$ cat src/rtl/gpin_pkg.sv
package gpin_pkg;

  typedef enum logic [1:0] {
    WIN_SHORT = 2'd0,
    WIN_MID   = 2'd1,
    WIN_LONG  = 2'd2
  } gpin_win_e;

  localparam int unsigned NUM_WIN = 3;

  // Function codes; values 9..15 are undefined (level only, long window)
  localparam logic [3:0] FN_LVL_S   = 4'd0;
  localparam logic [3:0] FN_LVL_M   = 4'd1;
  localparam logic [3:0] FN_LVL_L   = 4'd2;
  localparam logic [3:0] FN_ONOFF_S = 4'd3;
  localparam logic [3:0] FN_ONOFF_L = 4'd4;
  localparam logic [3:0] FN_SLPWAKE = 4'd5;
  localparam logic [3:0] FN_SLP     = 4'd6;
  localparam logic [3:0] FN_ON      = 4'd7;
  localparam logic [3:0] FN_WDOG    = 4'd8;

  typedef struct packed {
    logic on;
    logic off;
    logic sleep;
    logic wake;
    logic kick;
  } gpin_req_t;

  function automatic gpin_win_e win_of(input logic [3:0] fn);
    gpin_win_e w;
    case (fn)
      FN_LVL_M:                       w = WIN_MID;
      FN_LVL_L, FN_ONOFF_L:           w = WIN_LONG;
      FN_LVL_S, FN_ONOFF_S, FN_SLPWAKE,
      FN_SLP, FN_ON, FN_WDOG:         w = WIN_SHORT;
      default:                        w = WIN_LONG;
    endcase
    return w;
  endfunction

endpackage

$ cat src/rtl/gpin_rst_sync.sv
module gpin_rst_sync (
  input  logic clk_i,
  input  logic rst_ni,
  output logic rst_sync_no
);
  logic [1:0] stage_q;

  always_ff @(posedge clk_i or negedge rst_ni) begin
    if (!rst_ni) stage_q <= 2'b00;
    else         stage_q <= {stage_q[0], 1'b1};
  end

  assign rst_sync_no = stage_q[1];
endmodule

$ cat src/rtl/gpin_sync.sv
module gpin_sync #(
  parameter int unsigned STAGES = 2
) (
  input  logic clk_i,
  input  logic rst_ni,
  input  logic d_i,
  output logic q_o
);
  logic [STAGES-1:0] chain_q;
  logic [STAGES-1:0] chain_d;

  always_comb chain_d = {chain_q[STAGES-2:0], d_i};

  always_ff @(posedge clk_i or negedge rst_ni) begin
    if (!rst_ni) chain_q <= '0;
    else         chain_q <= chain_d;
  end

  assign q_o = chain_q[STAGES-1];
endmodule

$ cat src/rtl/gpin_tick_div.sv
module gpin_tick_div #(
  parameter int unsigned PERIOD = 2
) (
  input  logic clk_i,
  input  logic rst_ni,
  output logic tick_o
);
  localparam int unsigned CW = (PERIOD > 1) ? $clog2(PERIOD) : 1;
  localparam logic [CW-1:0] LAST = CW'(PERIOD - 1);

  logic [CW-1:0] cnt_q;
  logic [CW-1:0] cnt_d;

  assign tick_o = (cnt_q == LAST);

  always_comb begin
    if (tick_o) cnt_d = '0;
    else        cnt_d = cnt_q + 1'b1;
  end

  always_ff @(posedge clk_i or negedge rst_ni) begin
    if (!rst_ni) cnt_q <= '0;
    else         cnt_q <= cnt_d;
  end
endmodule

$ cat src/rtl/gpin_debounce.sv
module gpin_debounce #(
  parameter int unsigned WARM = 2
) (
  input  logic clk_i,
  input  logic rst_ni,
  input  logic din_i,
  input  logic tick_i,
  output logic level_o,
  output logic rise_o,
  output logic fall_o,
  output logic primed_o
);
  localparam int unsigned WW = $clog2(WARM + 1);
  localparam logic [WW-1:0] WARM_LAST = WW'(WARM);

  logic          filt_q, filt_d;
  logic          agree_q, agree_d;
  logic          primed_q, primed_d;
  logic [WW-1:0] warm_q, warm_d;
  logic          filt_en;

  always_comb begin
    filt_d   = filt_q;
    agree_d  = agree_q;
    primed_d = primed_q;
    warm_d   = warm_q;
    rise_o   = 1'b0;
    fall_o   = 1'b0;
    filt_en  = 1'b0;
    if (!primed_q) begin
      if (warm_q == WARM_LAST) begin
        filt_en  = 1'b1;
        filt_d   = din_i;
        primed_d = 1'b1;
      end else begin
        warm_d = warm_q + 1'b1;
      end
    end else if (tick_i) begin
      if (din_i != filt_q) begin
        if (agree_q) begin
          filt_en = 1'b1;
          filt_d  = din_i;
          agree_d = 1'b0;
          rise_o  = din_i;
          fall_o  = ~din_i;
        end else begin
          agree_d = 1'b1;
        end
      end else begin
        agree_d = 1'b0;
      end
    end
  end

  always_ff @(posedge clk_i or negedge rst_ni) begin
    if (!rst_ni) begin
      filt_q   <= 1'b0;
      agree_q  <= 1'b0;
      primed_q <= 1'b0;
      warm_q   <= '0;
    end else begin
      if (filt_en) filt_q <= filt_d;
      agree_q  <= agree_d;
      primed_q <= primed_d;
      warm_q   <= warm_d;
    end
  end

  assign level_o  = filt_q;
  assign primed_o = primed_q;
endmodule

$ cat src/rtl/gpin_req_map.sv
module gpin_req_map
  import gpin_pkg::*;
(
  input  logic       clk_i,
  input  logic       rst_ni,
  input  logic       dir_i,
  input  logic [3:0] fn_i,
  input  logic       rise_i,
  input  logic       fall_i,
  output gpin_req_t  req_o
);
  gpin_req_t req_q, req_d;

  always_comb begin
    req_d = '0;
    if (dir_i) begin
      case (fn_i)
        FN_ONOFF_S, FN_ONOFF_L: begin
          req_d.on  = rise_i;
          req_d.off = fall_i;
        end
        FN_SLPWAKE: begin
          req_d.sleep = rise_i;
          req_d.wake  = fall_i;
        end
        FN_SLP:  req_d.sleep = rise_i;
        FN_ON:   req_d.on    = rise_i;
        FN_WDOG: req_d.kick  = rise_i;
        default: req_d = '0;
      endcase
    end
  end

  always_ff @(posedge clk_i or negedge rst_ni) begin
    if (!rst_ni) req_q <= '0;
    else         req_q <= req_d;
  end

  assign req_o = req_q;
endmodule

$ cat src/rtl/gpin_req_unit.sv
module gpin_req_unit
  import gpin_pkg::*;
#(
  parameter int unsigned SHORT_TICK  = 1600,
  parameter int unsigned MID_TICK    = 200000,
  parameter int unsigned LONG_TICK   = 1600000,
  parameter int unsigned SYNC_STAGES = 2
) (
  input  logic       clk_i,
  input  logic       rst_ni,
  input  logic       pin_i,
  input  logic       dir_i,
  input  logic       pol_i,
  input  logic [3:0] fn_i,
  output logic       level_o,
  output logic       on_req_o,
  output logic       off_req_o,
  output logic       sleep_req_o,
  output logic       wake_req_o,
  output logic       wdog_kick_o
);
  logic              rst_sync_n;
  logic              pin_sync;
  logic              pin_act;
  logic [NUM_WIN-1:0] tick_w;
  logic              tick_sel;
  logic              rise, fall, primed;
  gpin_req_t         req_q;

  gpin_rst_sync u_rst (
    .clk_i      (clk_i),
    .rst_ni     (rst_ni),
    .rst_sync_no(rst_sync_n)
  );

  gpin_sync #(.STAGES(SYNC_STAGES)) u_sync (
    .clk_i (clk_i),
    .rst_ni(rst_sync_n),
    .d_i   (pin_i),
    .q_o   (pin_sync)
  );

  assign pin_act = pol_i ? pin_sync : ~pin_sync;

  for (genvar w = 0; w < NUM_WIN; w++) begin : g_tick
    localparam int unsigned PER = (w == 0) ? SHORT_TICK :
                                  (w == 1) ? MID_TICK : LONG_TICK;
    gpin_tick_div #(.PERIOD(PER)) u_div (
      .clk_i (clk_i),
      .rst_ni(rst_sync_n),
      .tick_o(tick_w[w])
    );
  end

  always_comb begin
    case (win_of(fn_i))
      WIN_SHORT: tick_sel = tick_w[0];
      WIN_MID:   tick_sel = tick_w[1];
      default:   tick_sel = tick_w[2];
    endcase
  end

  gpin_debounce #(.WARM(SYNC_STAGES)) u_deb (
    .clk_i   (clk_i),
    .rst_ni  (rst_sync_n),
    .din_i   (pin_act),
    .tick_i  (tick_sel),
    .level_o (level_o),
    .rise_o  (rise),
    .fall_o  (fall),
    .primed_o(primed)
  );

  gpin_req_map u_map (
    .clk_i (clk_i),
    .rst_ni(rst_sync_n),
    .dir_i (dir_i),
    .fn_i  (fn_i),
    .rise_i(rise),
    .fall_i(fall),
    .req_o (req_q)
  );

  assign on_req_o    = req_q.on;
  assign off_req_o   = req_q.off;
  assign sleep_req_o = req_q.sleep;
  assign wake_req_o  = req_q.wake;
  assign wdog_kick_o = req_q.kick;
endmodule

$ cat config.mk
export PLATFORM = sky130hd
export DESIGN_NAME = gpin_req_unit
export DESIGN_NICKNAME = d
export VERILOG_FILES = /design/src/rtl/gpin_pkg.sv /design/src/rtl/gpin_rst_sync.sv /design/src/rtl/gpin_sync.sv /design/src/rtl/gpin_tick_div.sv /design/src/rtl/gpin_debounce.sv /design/src/rtl/gpin_req_map.sv /design/src/rtl/gpin_req_unit.sv
export SDC_FILE = /design/constraint.sdc
export NUM_CORES = 1
export LEC_CHECK = 0
export ABC_AREA = 1
export BUFFER_PORTS_ARGS = -buffer_cell sky130_fd_sc_hd__buf_2
export CAP_MARGIN = 20
export CORE_UTILIZATION = 50
export DETAILED_ROUTE_END_ITERATION = 12
export MAX_ROUTING_LAYER = met4
export PLACE_DENSITY = 0.65
export SYNTH_ARGS = -nofsm -noshare
export SYNTH_HDL_FRONTEND = slang
export SYNTH_HIERARCHICAL = 1
export SYNTH_SLANG_ARGS = --single-unit
$ cat constraint.sdc
create_clock -name clk_i -period 1.9 [get_ports clk_i]
set_input_delay 0.285 -clock clk_i [delete_from_list [all_inputs] [get_ports clk_i]]
set_output_delay 0.285 -clock clk_i [all_outputs]
set_load 0.01 [all_outputs]
==> results.json, run 1 <==
{
  "outcome": "complete, no violations",
  "drt_pass_1_iters": 5,
  "synth.top_cells.by_area": "sky130_fd_sc_hd__dfrtp_1 (46%), sky130_fd_sc_hd__nand2_1 (12%), sky130_fd_sc_hd__nor2_1 (8.6%)",
  "critical_path.cell_chain": "ha_4 > nand3_4 > nor2_4 > nand3_2 > inv_2 > nand3_1 > nand2_1 > nor2_1 > nor2_2 > nand3_2 > nor2_2 > nand2_2 > nor3_2",
  "n_antenna_cell": 0,
  "cts_buffers": 9,
  "cellLeakagePower_uw": 0.002099,
  "reg2reg_setup_slack_ns": 0.15,
  "root_cell_of_the_clock_tree": "sky130_fd_sc_hd__clkbuf_8",
  "ff_latch_area_sq_um": 1603,
  "clockBufferDepth": 2,
  "multiInputGateArea_sq_um": 1705,
  "maximum_number_of_pins_on_one_net_before_global_route_repair": 44,
  "worstSkewPairLatency_ns": 0.34,
  "antenna_found_initial": 0,
  "die_width_microns": 85.47,
  "post_layout_min_period_ns": 1.750,
  "die_height_microns": 85.47,
  "post-route-drc-count": 0,
  "max_freq_mhz": 571.4,
  "post_route_cell_area_sq_um": 4239,
  "syn_inst": 450,
  "initial_core_util_pct": 51.56,
  "final-setup-viol-count": 0,
  "std_cell_rows": 30,
  "placeable_core_region_sq_um": 6756,
  "port-buffer-count": 14,
  "slew_viol_final": 0,
  "postLayoutCoreUtil_pct": 62.74,
  "io_pins": 15,
  "yosys_register_bits": 64,
  "clock_pin_slew_on_the_worst_setup_and_hold_paths_ns": 0.07,
  "cpPeakStageDelay_ns": 0.41,
  "layout_area_growth_over_synthesis_pct": 21.70,
  "critical-path-slowest-cell": "sky130_fd_sc_hd__dfrtp_1",
  "clock_tree_from_tritoncts": "built",
  "worst-path-max-fanout": 4,
  "crit_buf_inv": 1,
  "arrival_ns": 2.02,
  "met3WireLength_microns": 160,
  "synth_top_area_share_pct": 45.98,
  "period_share_pct": 92.11,
  "syn-mean-instance-area_sq_um": 7.741,
  "die_area_sq_um": 7304,
  "cts.htree.levels": 3,
  "yosys.area.top_type": "sky130_fd_sc_hd__dfrtp_1",
  "hold_viol_final": 0,
  "cp.required_ns": 2.17,
  "drive_gt1_share_pct": 25.15,
  "wl_met1_mm": 3.236,
  "crit_path_end_kind": "flip-flop",
  "hp-class": "in -> reg",
  "vdd.ir_drop.worst_mv": 0.4415,
  "num-nets-final": 525,
  "seq_area_frac_synth_pct": 45.98,
  "synth_nets": 463,
  "antenna_left": 0,
  "path_class": "reg -> reg",
  "syn-cell-area_sq_um": 3483,
  "cts_sinks": 64,
  "met2_length_mm": 3.220,
  "drt_first_iter_violations": 130,
  "number_of_global_route_vias_before_repair": 2744,
  "synth.distinct_cells": 27,
  "routed_wire_length_per_instance_microns": 11.22,
  "fin_worst_skew_ns": 0.008738,
  "top_cell_family_by_delay_on_the_critical_path": "simple AND/OR/NAND/NOR gates",
  "drv.max_cap_violation_count": 0,
  "dpl-instance-area_sq_um": 3840,
  "finalWirelength_mm": 6.701,
  "route.top_layer_used": "met4",
  "p_per_area_nw_per_um2": 667.3,
  "synthesis.yosys.warnings": 6,
  "grt.total_usage_pct": 20.99,
  "drt-vias-per-instance": 4.858,
  "finalWeightedCongestion": 0.8658,
  "fillers": 588,
  "dpl.hpwl_mm": 4.896,
  "dr_total_vias": 2900,
  "grt_overflow": 0,
  "worst_setup_sp_type": "flip-flop",
  "grt_first_pass_wirelength_mm": 11.66
}
[power breakdown]
group | internal, uW | total [uW] | switching [uW] | leakage, uW
combinational | 51.4 | 145 | 93.5 | 0.00115
clock | 774 | 1270 | 496 | 0.000108
sequential | 1390 | 1410 | 25.8 | 0.000840
total | 2210 | 2830 | 615 | 0.00210
[stage by stage]
stage | setup WS [ns] | hold slack, ns | power, uW | cells | TNS, ns
floorplan | 0.03006 | -0.01059 | 1521 | 450 | 0
global placement | 0.01195 | 0.07003 | 1571 | 567 | 0
detailed placement | -0.06458 | 0.07327 | 1573 | 567 | -0.1173
CTS | 0.008780 | 0.03458 | 2865 | 585 | 0
global route | -0.01655 | 0.03669 | 2959 | 597 | -0.02047
finish | 0.1500 | 0.04954 | 2829 | 597 | 0
[worst paths after layout]
check | start | endpoint | cells past startpoint
max in group asynchronous | u_rst/stage_q[1]$_DFF_PN0_ | g_tick[0].u_div/cnt_q[9]$_DFF_PN0_ | 1
max reg2reg | g_tick[1].u_div/cnt_q[1]$_DFF_PN0_ | u_map/req_o[2]$_DFF_PN0_ | 13
min in group asynchronous | u_rst/stage_q[1]$_DFF_PN0_ | u_sync/chain_q[1]$_DFF_PN0_ | 0
min | pin_i | u_sync/chain_q[0]$_DFF_PN0_ | 1
max | g_tick[1].u_div/cnt_q[1]$_DFF_PN0_ | u_map/req_o[2]$_DFF_PN0_ | 13
min reg2reg | u_rst/stage_q[1]$_DFF_PN0_ | u_sync/chain_q[1]$_DFF_PN0_ | 0
[cells in the final DEF, fill, tap and decap left out, types with 3 or more instances in the layout]
cell type | Yosys | routed
sky130_fd_sc_hd__a21oi_1 | 6 | 5
sky130_fd_sc_hd__buf_2 | 0 | 14
sky130_fd_sc_hd__buf_4 | 0 | 35
sky130_fd_sc_hd__clkbuf_1 | 0 | 3
sky130_fd_sc_hd__clkbuf_8 | 0 | 10
sky130_fd_sc_hd__dfrtp_1 | 64 | 63
sky130_fd_sc_hd__inv_1 | 62 | 59
sky130_fd_sc_hd__inv_2 | 4 | 7
sky130_fd_sc_hd__nand2_1 | 112 | 110
sky130_fd_sc_hd__nand2_2 | 10 | 12
sky130_fd_sc_hd__nand3_1 | 26 | 24
sky130_fd_sc_hd__nand3_2 | 5 | 6
sky130_fd_sc_hd__nand4_1 | 6 | 6
sky130_fd_sc_hd__nor2_1 | 80 | 73
sky130_fd_sc_hd__nor2_2 | 13 | 19
sky130_fd_sc_hd__nor2_4 | 9 | 10
sky130_fd_sc_hd__nor3_1 | 7 | 5
sky130_fd_sc_hd__nor3_2 | 1 | 3
sky130_fd_sc_hd__o21ai_0 | 4 | 4
sky130_fd_sc_hd__o21ai_1 | 3 | 3
sky130_fd_sc_hd__xnor2_1 | 4 | 4
sky130_fd_sc_hd__xor2_1 | 21 | 21
[cells by family after synthesis]
kind of cell	synth area share (%)
adder cells (fa/ha/maj)	1.437
XOR/XNOR	6.286
buffers and inverters	7.255
other	0.1077
AND/OR/NAND/NOR	36.57
AO/OA/AOI/OAI	2.371
flip-flops	45.98
[synthesized netlist by cell type]
master / n
sky130_fd_sc_hd__dfrtp_1: 64
sky130_fd_sc_hd__nor2_2: 13
sky130_fd_sc_hd__nand3b_1: 2
sky130_fd_sc_hd__nand2_1: 112
sky130_fd_sc_hd__o21ai_0: 4
sky130_fd_sc_hd__inv_2: 4
sky130_fd_sc_hd__nand4_1: 6
sky130_fd_sc_hd__o21ai_1: 3
sky130_fd_sc_hd__a21oi_1: 6
sky130_fd_sc_hd__nor3_1: 7
sky130_fd_sc_hd__nand2_2: 10
sky130_fd_sc_hd__nand3_4: 1
sky130_fd_sc_hd__and3_1: 1
sky130_fd_sc_hd__nand3_1: 26
sky130_fd_sc_hd__a21oi_2: 1
sky130_fd_sc_hd__nand3_2: 5
sky130_fd_sc_hd__xor2_1: 21
sky130_fd_sc_hd__xnor2_1: 4
sky130_fd_sc_hd__nor3_2: 1
sky130_fd_sc_hd__clkinv_2: 1
sky130_fd_sc_hd__ha_1: 4
sky130_fd_sc_hd__nor2_4: 9
sky130_fd_sc_hd__and2_1: 1
sky130_fd_sc_hd__nor2_1: 80
sky130_fd_sc_hd__o21ai_2: 1
sky130_fd_sc_hd__inv_1: 62
sky130_fd_sc_hd__conb_1: 1
[registers in the layout, summed over array words and instances, names as in the netlist]
| register | count |
|---|---|
| u_map/req_o | 5 |
| g_tick.u_div/cnt_q | 50 |
| u_deb/primed_o | 1 |
| u_deb/agree_q | 1 |
| u_deb/level_o | 1 |
| u_deb/warm_q | 2 |
| u_rst/stage_q | 2 |
| u_sync/chain_q | 2 |
[per-layer routing]
metal,track usage [%],vias to the layer above
li1,-,1500
met1,27.01,1359
met2,32.36,34
met3,5.253,7
met4,7.273,0
met5,-,-
[cell type report]
class                   count  area share [%]
inverters                  67           5.992
repair buffers             51           8.560
clock inverters             3           1.535
multi-input cells         319           40.23
flip-flops and latches     64           37.81
clock buffers              13           3.512
well taps                  80           2.361
[repair_timing]
action                                 CTS  global route
setup endpoints to repair                3             6
endpoints found under the hold margin    2             0
setup buffers                            1            12
resized for setup                        2            22
pin swaps                                2            20
hold buffers                             1             0
gates cloned                             0             0
No activity file was read; power rests on OpenSTA's default activity.
==> run 2: changes to the inputs <==
--- a/config.mk
+++ b/config.mk
@@ -14,5 +14,4 @@
 export PLACE_DENSITY = 0.65
 export SYNTH_ARGS = -nofsm -noshare
 export SYNTH_HDL_FRONTEND = slang
-export SYNTH_HIERARCHICAL = 1
 export SYNTH_SLANG_ARGS = --single-unit
==> constraint.sdc (replaced) <==
create_clock -name clk_i -period 1.9 [get_ports clk_i]
set_input_delay 0.285 -clock clk_i [delete_from_list [all_inputs] [get_ports clk_i]]
set_output_delay 0.285 -clock clk_i [all_outputs]
set_load 0.02 [all_outputs]
==> run 2 against run 1 <==
Net effect: combinational power increased by 17%; power increased by 7.4%; die area decreased by 2.8%; critical path type unchanged; highest routed layer unchanged; wire length decreased by 8.9%; the run now ends with DRC left; clock skew increased by 0.0011 ns; critical endpoint is now g_tick[1].u_div.cnt_q[16]$_DFF_PN0_.
==> results.json, run 2 <==
{
  "synth.top_cells.by_area": "sky130_fd_sc_hd__dfrtp_1 (47%), sky130_fd_sc_hd__nand2_1 (9.0%), sky130_fd_sc_hd__inv_1 (7.2%)",
  "finalWeightedCongestion": 0.8612,
  "antenna_found_initial": 0,
  "grt.total_usage_pct": 19.66,
  "hold_viol_final": 0,
  "final.setup.tns_ns": 0,
  "clock_pin_slew_on_the_worst_setup_and_hold_paths_ns": 0.07,
  "top_cell_family_by_delay_on_the_critical_path": "simple AND/OR/NAND/NOR gates",
  "clockBufferDepth": 2,
  "synth-edff-count": 0,
  "grt_setup_unrepaired": "no",
  "dpl.hpwl_mm": 4.536,
  "drive_gt1_share_pct": 15.12,
  "synthesis.yosys.warnings": 0,
  "grt_overflow": 0,
  "drv.max_cap_violation_count": 0,
  "number_of_global_route_vias_before_repair": 2530,
  "max_slew.worst_pin.slew_ns": 0.5015,
  "clock_tree_from_tritoncts": "built",
  "io_pins": 15,
  "slew_viol_final": 0,
  "layout_area_growth_over_synthesis_pct": 13.46,
  "syn-mean-instance-area_sq_um": 8.235,
  "crit_path_end_kind": "flip-flop",
  "outcome": "finished with violations",
  "r2r.worst_path.cells": 10,
  "port-buffer-count": 14,
  "seq_area_frac_synth_pct": 47.32,
  "drt_pass_1_iters": 9,
  "cpPeakStageDelay_ns": 0.41,
  "cts_sinks": 64,
  "layout.cells.most_common": "sky130_fd_sc_hd__nand2_1",
  "reg2reg_setup_slack_ns": 0.21,
  "worstSkewPairLatency_ns": 0.34,
  "vdd.ir_drop.worst_mv": 0.4783,
  "placeable_core_region_sq_um": 6459,
  "final-setup-viol-count": 0,
  "max_freq_mhz": 591.9,
  "synth_top_area_share_pct": 47.32,
  "die_area_sq_um": 7102,
  "synthArstFlopShare_pct": 100.0,
  "root_cell_of_the_clock_tree": "sky130_fd_sc_hd__clkbuf_8",
  "syn_inst": 411,
  "yosys_most_used_dff": "sky130_fd_sc_hd__dfrtp_1",
  "std_cell_rows": 29,
  "post_synth_most_frequent_cells": "sky130_fd_sc_hd__nand2_1 (81), sky130_fd_sc_hd__inv_1 (65), sky130_fd_sc_hd__dfrtp_1 (64), sky130_fd_sc_hd__nor2_1 (53), sky130_fd_sc_hd__nand3_1 (27)",
  "num-nets-final": 451,
  "dpl-instance-area_sq_um": 3575,
  "synth.distinct_cells": 37,
  "finalWirelength_mm": 6.107,
  "cp.required_ns": 2.13,
  "critical_path.cell_chain": "ha_1 > nand3_2 > nor2_4 > inv_2 > nor2_4 > nand3_2 > nor2_2 > nand2_1 > o21ai_1 > nor2_1",
  "yosys_register_bits": 64,
  "grt_first_pass_wirelength_mm": 10.83,
  "path_class": "reg -> reg",
  "dr_total_vias": 2593,
  "drt-vias-per-instance": 4.987,
  "maximum_number_of_pins_on_one_net_before_global_route_repair": 29,
  "yosysMostFrequentCell": "sky130_fd_sc_hd__nand2_1",
  "arrival_ns": 1.92,
  "yosys.area.top_type": "sky130_fd_sc_hd__dfrtp_1",
  "timing.hold.worst_path_depth": 1,
  "die_width_microns": 84.28,
  "fin_worst_skew_ns": 0.009826,
  "critical_path.reg2reg.startpoint": "g_tick[1].u_div.cnt_q[0]$_DFF_PN0_",
  "critical-path-slowest-cell": "sky130_fd_sc_hd__dfrtp_2",
  "min_delay_worst_endpoint": "u_sync.chain_q[0]$_DFF_PN0_",
  "initial_core_util_pct": 52.40,
  "antenna_left": 0,
  "worst_relative_slew_slack_pct": 66.57,
  "failing_checks": "DRC",
  "top_library_cells_by_usage_in_the_layout_fill_and_taps_aside": "sky130_fd_sc_hd__nand2_1 (81), sky130_fd_sc_hd__inv_1 (65), sky130_fd_sc_hd__dfrtp_1 (62)",
  "syn-cell-area_sq_um": 3384,
  "cellLeakagePower_uw": 0.001982,
  "cts.htree.levels": 3,
  "n_antenna_cell": 0,
  "hp-class": "in -> reg",
  "p_per_area_nw_per_um2": 791.3,
  "drt_first_iter_violations": 127,
  "post_route_cell_area_sq_um": 3840,
  "die_height_microns": 84.28,
  "routed_wire_length_per_instance_microns": 11.74,
  "post_layout_min_period_ns": 1.689,
  "period_share_pct": 88.91,
  "postcts_setup_bufs": 0,
  "crit_buf_inv": 1,
  "worst_hold_path_startpoint": "pin_i",
  "cts_buffers": 9,
  "rr_endpoint": "g_tick[1].u_div.cnt_q[16]$_DFF_PN0_",
  "largest_register": "g_tick.u_div.cnt_q",
  "worst_setup_sp_type": "flip-flop",
  "post-route-drc-count": 2,
  "synth_nets": 424,
  "largest_reg_flops": 50,
  "worst-path-max-fanout": 6
}
run 2: worst max path at each step:
stage,startpoint,endpoint,slack (ns),depth (start not counted)
3_3_place_gp,g_tick[1].u_div.cnt_q[0]$_DFF_PN0_,g_tick[1].u_div.cnt_q[16]$_DFF_PN0_,0.25,10
2_1_floorplan,g_tick[1].u_div.cnt_q[0]$_DFF_PN0_,g_tick[1].u_div.cnt_q[16]$_DFF_PN0_,0.36,10
6_report,g_tick[1].u_div.cnt_q[0]$_DFF_PN0_,g_tick[1].u_div.cnt_q[16]$_DFF_PN0_,0.21,10
3_5_place_dp,g_tick[1].u_div.cnt_q[0]$_DFF_PN0_,g_tick[1].u_div.cnt_q[16]$_DFF_PN0_,0.16,10
4_1_cts,g_tick[1].u_div.cnt_q[0]$_DFF_PN0_,g_tick[1].u_div.cnt_q[16]$_DFF_PN0_,0.15,10
5_1_grt,g_tick[1].u_div.cnt_q[0]$_DFF_PN0_,g_tick[1].u_div.cnt_q[16]$_DFF_PN0_,0.04,10
run 2: cells by family (layout without fill, tap and decap cells):
family          Yosys count  count (layout)  share of synthesized area, %
buf+inv                  69             101                         7.689
flops                    64              64                         47.32
xor+xnor                 21              21                         5.434
compound gates           30              30                         5.101
fa+ha+maj                 4               4                         1.479
other cells               1               1                        0.1108
simple gates            222             222                         32.87
run 2: what timing repair did:
item	CTS	global route
endpoints found under the setup margin	0	1
resized for setup	0	1
endpoints found under the hold margin	2	0
hold buffers	1	0
run 2: per-layer routing:
metal / global-route usage [%] / up-vias / wire length [microns] / share of wire [%]
li1: - / 1357 / - / -
met1: 25.05 / 1205 / 3017 / 49
met2: 30.55 / 26 / 2897 / 47
met3: 3.343 / 5 / 143 / 2.3
met4: 9.561 / 0 / 50 / 0.82
met5: - / - / 0 / 0
run 2: power breakdown:
group | leakage (uW) | switching [uW] | total (uW) | internal [uW]
clock | 0.000126 | 513 | 1450 | 941
combinational | 0.00102 | 105 | 170 | 65.0
sequential | 0.000839 | 26.5 | 1420 | 1390
run 2: area by class of cell:
type                       instances  area [sq um]
fill                             581          2619
multi-input combinational        278          1523
inverter                          68         255.2
clock buffer                      11         151.4
sequential                        64          1604
tap                               77         96.34
timing repair buffer              17         107.6
clock inverter                     5         102.6
run 2: worst reg2reg max path: stages (launching register included):
cell,delay [ns]
sky130_fd_sc_hd__dfrtp_2,0.41
sky130_fd_sc_hd__ha_1,0.21
sky130_fd_sc_hd__nand3_2,0.13
sky130_fd_sc_hd__nor2_4,0.15
sky130_fd_sc_hd__inv_2,0.07
sky130_fd_sc_hd__nor2_4,0.12
sky130_fd_sc_hd__nand3_2,0.11
sky130_fd_sc_hd__nor2_2,0.11
sky130_fd_sc_hd__nand2_1,0.08
sky130_fd_sc_hd__o21ai_1,0.13
sky130_fd_sc_hd__nor2_1,0.07
run 2: per-stage QoR:
| stage | worst slack, ns | hold WS [ns] | power [uW] | util [%] | cells |
|---|---|---|---|---|---|
| floorplan | 0.3595 | -0.01059 | 1558 | - | 411 |
| global placement | 0.2466 | 0.07043 | 1611 | 55.35 | 503 |
| detailed placement | 0.1621 | 0.07090 | 1615 | 55.35 | 503 |
| CTS | 0.1512 | 0.03505 | 3090 | 59.43 | 520 |
| global route | 0.04291 | 0.03346 | 3166 | 59.45 | 520 |
| finish | 0.2106 | 0.04834 | 3038 | 59.45 | 520 |
==> run 3: changes to the inputs <==
--- a/config.mk
+++ b/config.mk
@@ -8,10 +8,14 @@
 export ABC_AREA = 1
 export BUFFER_PORTS_ARGS = -buffer_cell sky130_fd_sc_hd__buf_2
 export CAP_MARGIN = 20
-export CORE_UTILIZATION = 50
+export CELL_PAD_IN_SITES_DETAIL_PLACEMENT = 1
+export CELL_PAD_IN_SITES_GLOBAL_PLACEMENT = 2
+export CORE_UTILIZATION = 34
 export DETAILED_ROUTE_END_ITERATION = 12
 export MAX_ROUTING_LAYER = met4
-export PLACE_DENSITY = 0.65
+export PLACE_DENSITY = 0.72
+export SETUP_SLACK_MARGIN = 0.4
+export SKIP_CTS_REPAIR_TIMING = 1
 export SYNTH_ARGS = -nofsm -noshare
 export SYNTH_HDL_FRONTEND = slang
 export SYNTH_SLANG_ARGS = --single-unit
==> run 3 against run 2 <==
Net effect: the flow now finishes without violations; sequential power about the same; hold slack barely moved; sequential share of layout area decreased by 4.0 points; non-clock buffer count rose by 25; wire length is 34% higher; via count is 8.4% higher; final cell count up 15%; first-iteration DRC count is 72% lower; count of clock-buffer cells in the layout is the same; critical endpoint is now u_map.req_o[4]$_DFF_PN0_; largest power group is now registers.
==> results.json, run 3 (synthesized netlist as in run 2, its figures left out) <==
{
  "root_cell_of_the_clock_tree": "sky130_fd_sc_hd__clkbuf_8",
  "num-nets-final": 476,
  "cp.required_ns": 2.16,
  "power_frac_clock_pct": 42.0,
  "period_share_pct": 85.24,
  "slew_viol_final": 0,
  "worst_relative_slew_slack_pct": 65.30,
  "seq_power_share_pct": 51.1,
  "drt-vias-per-instance": 4.685,
  "maximum_number_of_pins_on_one_net_before_global_route_repair": 43,
  "worst_setup_sp_type": "flip-flop",
  "number_of_global_route_vias_before_repair": 2868,
  "drt_pass_1_iters": 4,
  "critical_path.cell_chain": "ha_4 > nand3_4 > nor2_4 > buf_4 > nand4_1 > nand3_2 > nand4_2 > nor3_2",
  "critical_path.reg2reg.startpoint": "g_tick[1].u_div.cnt_q[1]$_DFF_PN0_",
  "grt_first_pass_wirelength_mm": 13.33,
  "reg2reg_setup_slack_ns": 0.28,
  "p_per_area_nw_per_um2": 653.0,
  "post_layout_min_period_ns": 1.620,
  "arrival_ns": 1.88,
  "max_freq_mhz": 617.4,
  "die_width_microns": 101.8,
  "vdd.ir_drop.worst_mv": 0.3644,
  "crit_path_end_kind": "flip-flop",
  "post_route_cell_area_sq_um": 4249,
  "netSwitchingPower_uw": 689.3,
  "critical-path-slowest-cell": "sky130_fd_sc_hd__dfrtp_1",
  "layout_area_growth_over_synthesis_pct": 25.55,
  "setup.worst_path.end": "u_map.req_o[4]$_DFF_PN0_",
  "cts.htree.levels": 3,
  "path_class": "reg -> reg",
  "p_int_uw": 2086,
  "routed_wire_length_per_instance_microns": 13.59,
  "std_cell_rows": 36,
  "antenna_found_initial": 0,
  "final.setup.tns_ns": 0,
  "grt.total_usage_pct": 17.30,
  "die_height_microns": 101.8,
  "top_library_cells_by_usage_in_the_layout_fill_and_taps_aside": "sky130_fd_sc_hd__nand2_1 (76), sky130_fd_sc_hd__inv_1 (63), sky130_fd_sc_hd__dfrtp_1 (60)",
  "final-setup-viol-count": 0,
  "finalWeightedCongestion": 0.7510,
  "netSwitchingFraction_pct": 24.84,
  "hold-worst-slack_ns": 0.04844,
  "grt_overflow": 0,
  "io_pins": 15,
  "drv.max_cap_violation_count": 0,
  "initial_core_util_pct": 34.79,
  "port-buffer-count": 14,
  "rr_endpoint": "u_map.req_o[4]$_DFF_PN0_",
  "layout.cells.most_common": "sky130_fd_sc_hd__nand2_1",
  "grt_setup_unrepaired": "yes",
  "worstSkewPairLatency_ns": 0.34,
  "max_slew.worst_pin.slew_ns": 0.5205,
  "largest_register": "g_tick.u_div.cnt_q",
  "drive_gt1_share_pct": 25.70,
  "r2r.worst_path.cells": 8,
  "outcome": "complete, no violations",
  "cp-startpoint": "g_tick[1].u_div.cnt_q[1]$_DFF_PN0_",
  "placeable_core_region_sq_um": 9729,
  "clockBufferDepth": 2,
  "fin_worst_skew_ns": 0.01162,
  "n_antenna_cell": 0,
  "dr_total_vias": 2811,
  "p_comb_share_pct": 6.9,
  "drt_first_iter_violations": 35,
  "cts_sinks": 64,
  "dpl.hpwl_mm": 5.720,
  "cts_buffers": 9,
  "die_area_sq_um": 10360,
  "clock_tree_from_tritoncts": "built",
  "post-route-drc-count": 0,
  "hold_viol_final": 0,
  "dpl-instance-area_sq_um": 3655,
  "finalWirelength_mm": 8.156,
  "clock_pin_slew_on_the_worst_setup_and_hold_paths_ns": 0.08,
  "largest_reg_flops": 50,
  "worst-path-max-fanout": 3,
  "cpPeakStageDelay_ns": 0.42,
  "hp-class": "in -> reg",
  "cellLeakagePower_uw": 0.002088,
  "antenna_left": 0
}
-- run 3: changes by cell type in the layout (fill, tap and decap cells not counted), sizes merged --
cell    before  now
buf         16   41
bufinv       3    1
clkinv       1    3
inv         68   67
-- run 3: per-layer routing --
| metal | global-route usage (%) | vias to the layer above | part of all wire (%) |
|---|---|---|---|
| met3 | 4.141 | 4 | 2.3 |
| met5 | - | - | 0 |
| met4 | 4.348 | 0 | 0.82 |
| met1 | 20.89 | 1381 | 44 |
| met2 | 28.95 | 21 | 53 |
| li1 | - | 1405 | - |
-- run 3: area by class of cell --
type,count,area [sq um]
multi-input cells,278,1728
well taps,133,166.4
clock buffers,11,141.4
flip-flops and latches,64,1607
repair buffers,42,302.8
clock inverters,4,45.04
inverters,68,259.0
fillers,1196,5480
-- run 3: worst min-delay path by stage --
stage | start | cells past startpoint | endpoint
floorplan | rst_ni | 0 | u_rst.stage_q[0]$_DFF_PN0_
CTS | rst_ni | 1 | u_rst.stage_q[0]$_DFF_PN0_
detailed placement | rst_ni | 1 | u_rst.stage_q[0]$_DFF_PN0_
finish | pin_i | 1 | u_sync.chain_q[0]$_DFF_PN0_
global placement | rst_ni | 1 | u_rst.stage_q[0]$_DFF_PN0_
global route | pin_i | 1 | u_sync.chain_q[0]$_DFF_PN0_
-- run 3: power by group through the flow --
stage	logic [uW]	registers (uW)	clock network (uW)
2_1_floorplan	94.6	1460	0
3_3_place_gp	174	1450	0
3_5_place_dp	176	1450	0
4_1_cts	176	1420	1200
5_1_grt	226	1430	1250
6_report	190	1420	1170
-- run 3: through the flow --
step	worst slack [ns]	cells	utilization (%)	total power, uW
floorplan	0.3609	411	-	1558
global placement	0.3027	560	37.56	1620
detailed placement	0.2388	560	37.56	1622
CTS	0.2176	575	39.48	2802
global route	0.1464	600	43.67	2899
finish	0.2804	600	43.67	2775
-- run 3: worst max-delay path: cells and delay by family (launching register included) --
kind	cells	cell delay [ns]
adder cells (fa/ha/maj)	1	0.18
flip-flops	1	0.42
buffers and inverters	1	0.14
AND/OR/NAND/NOR	6	0.81
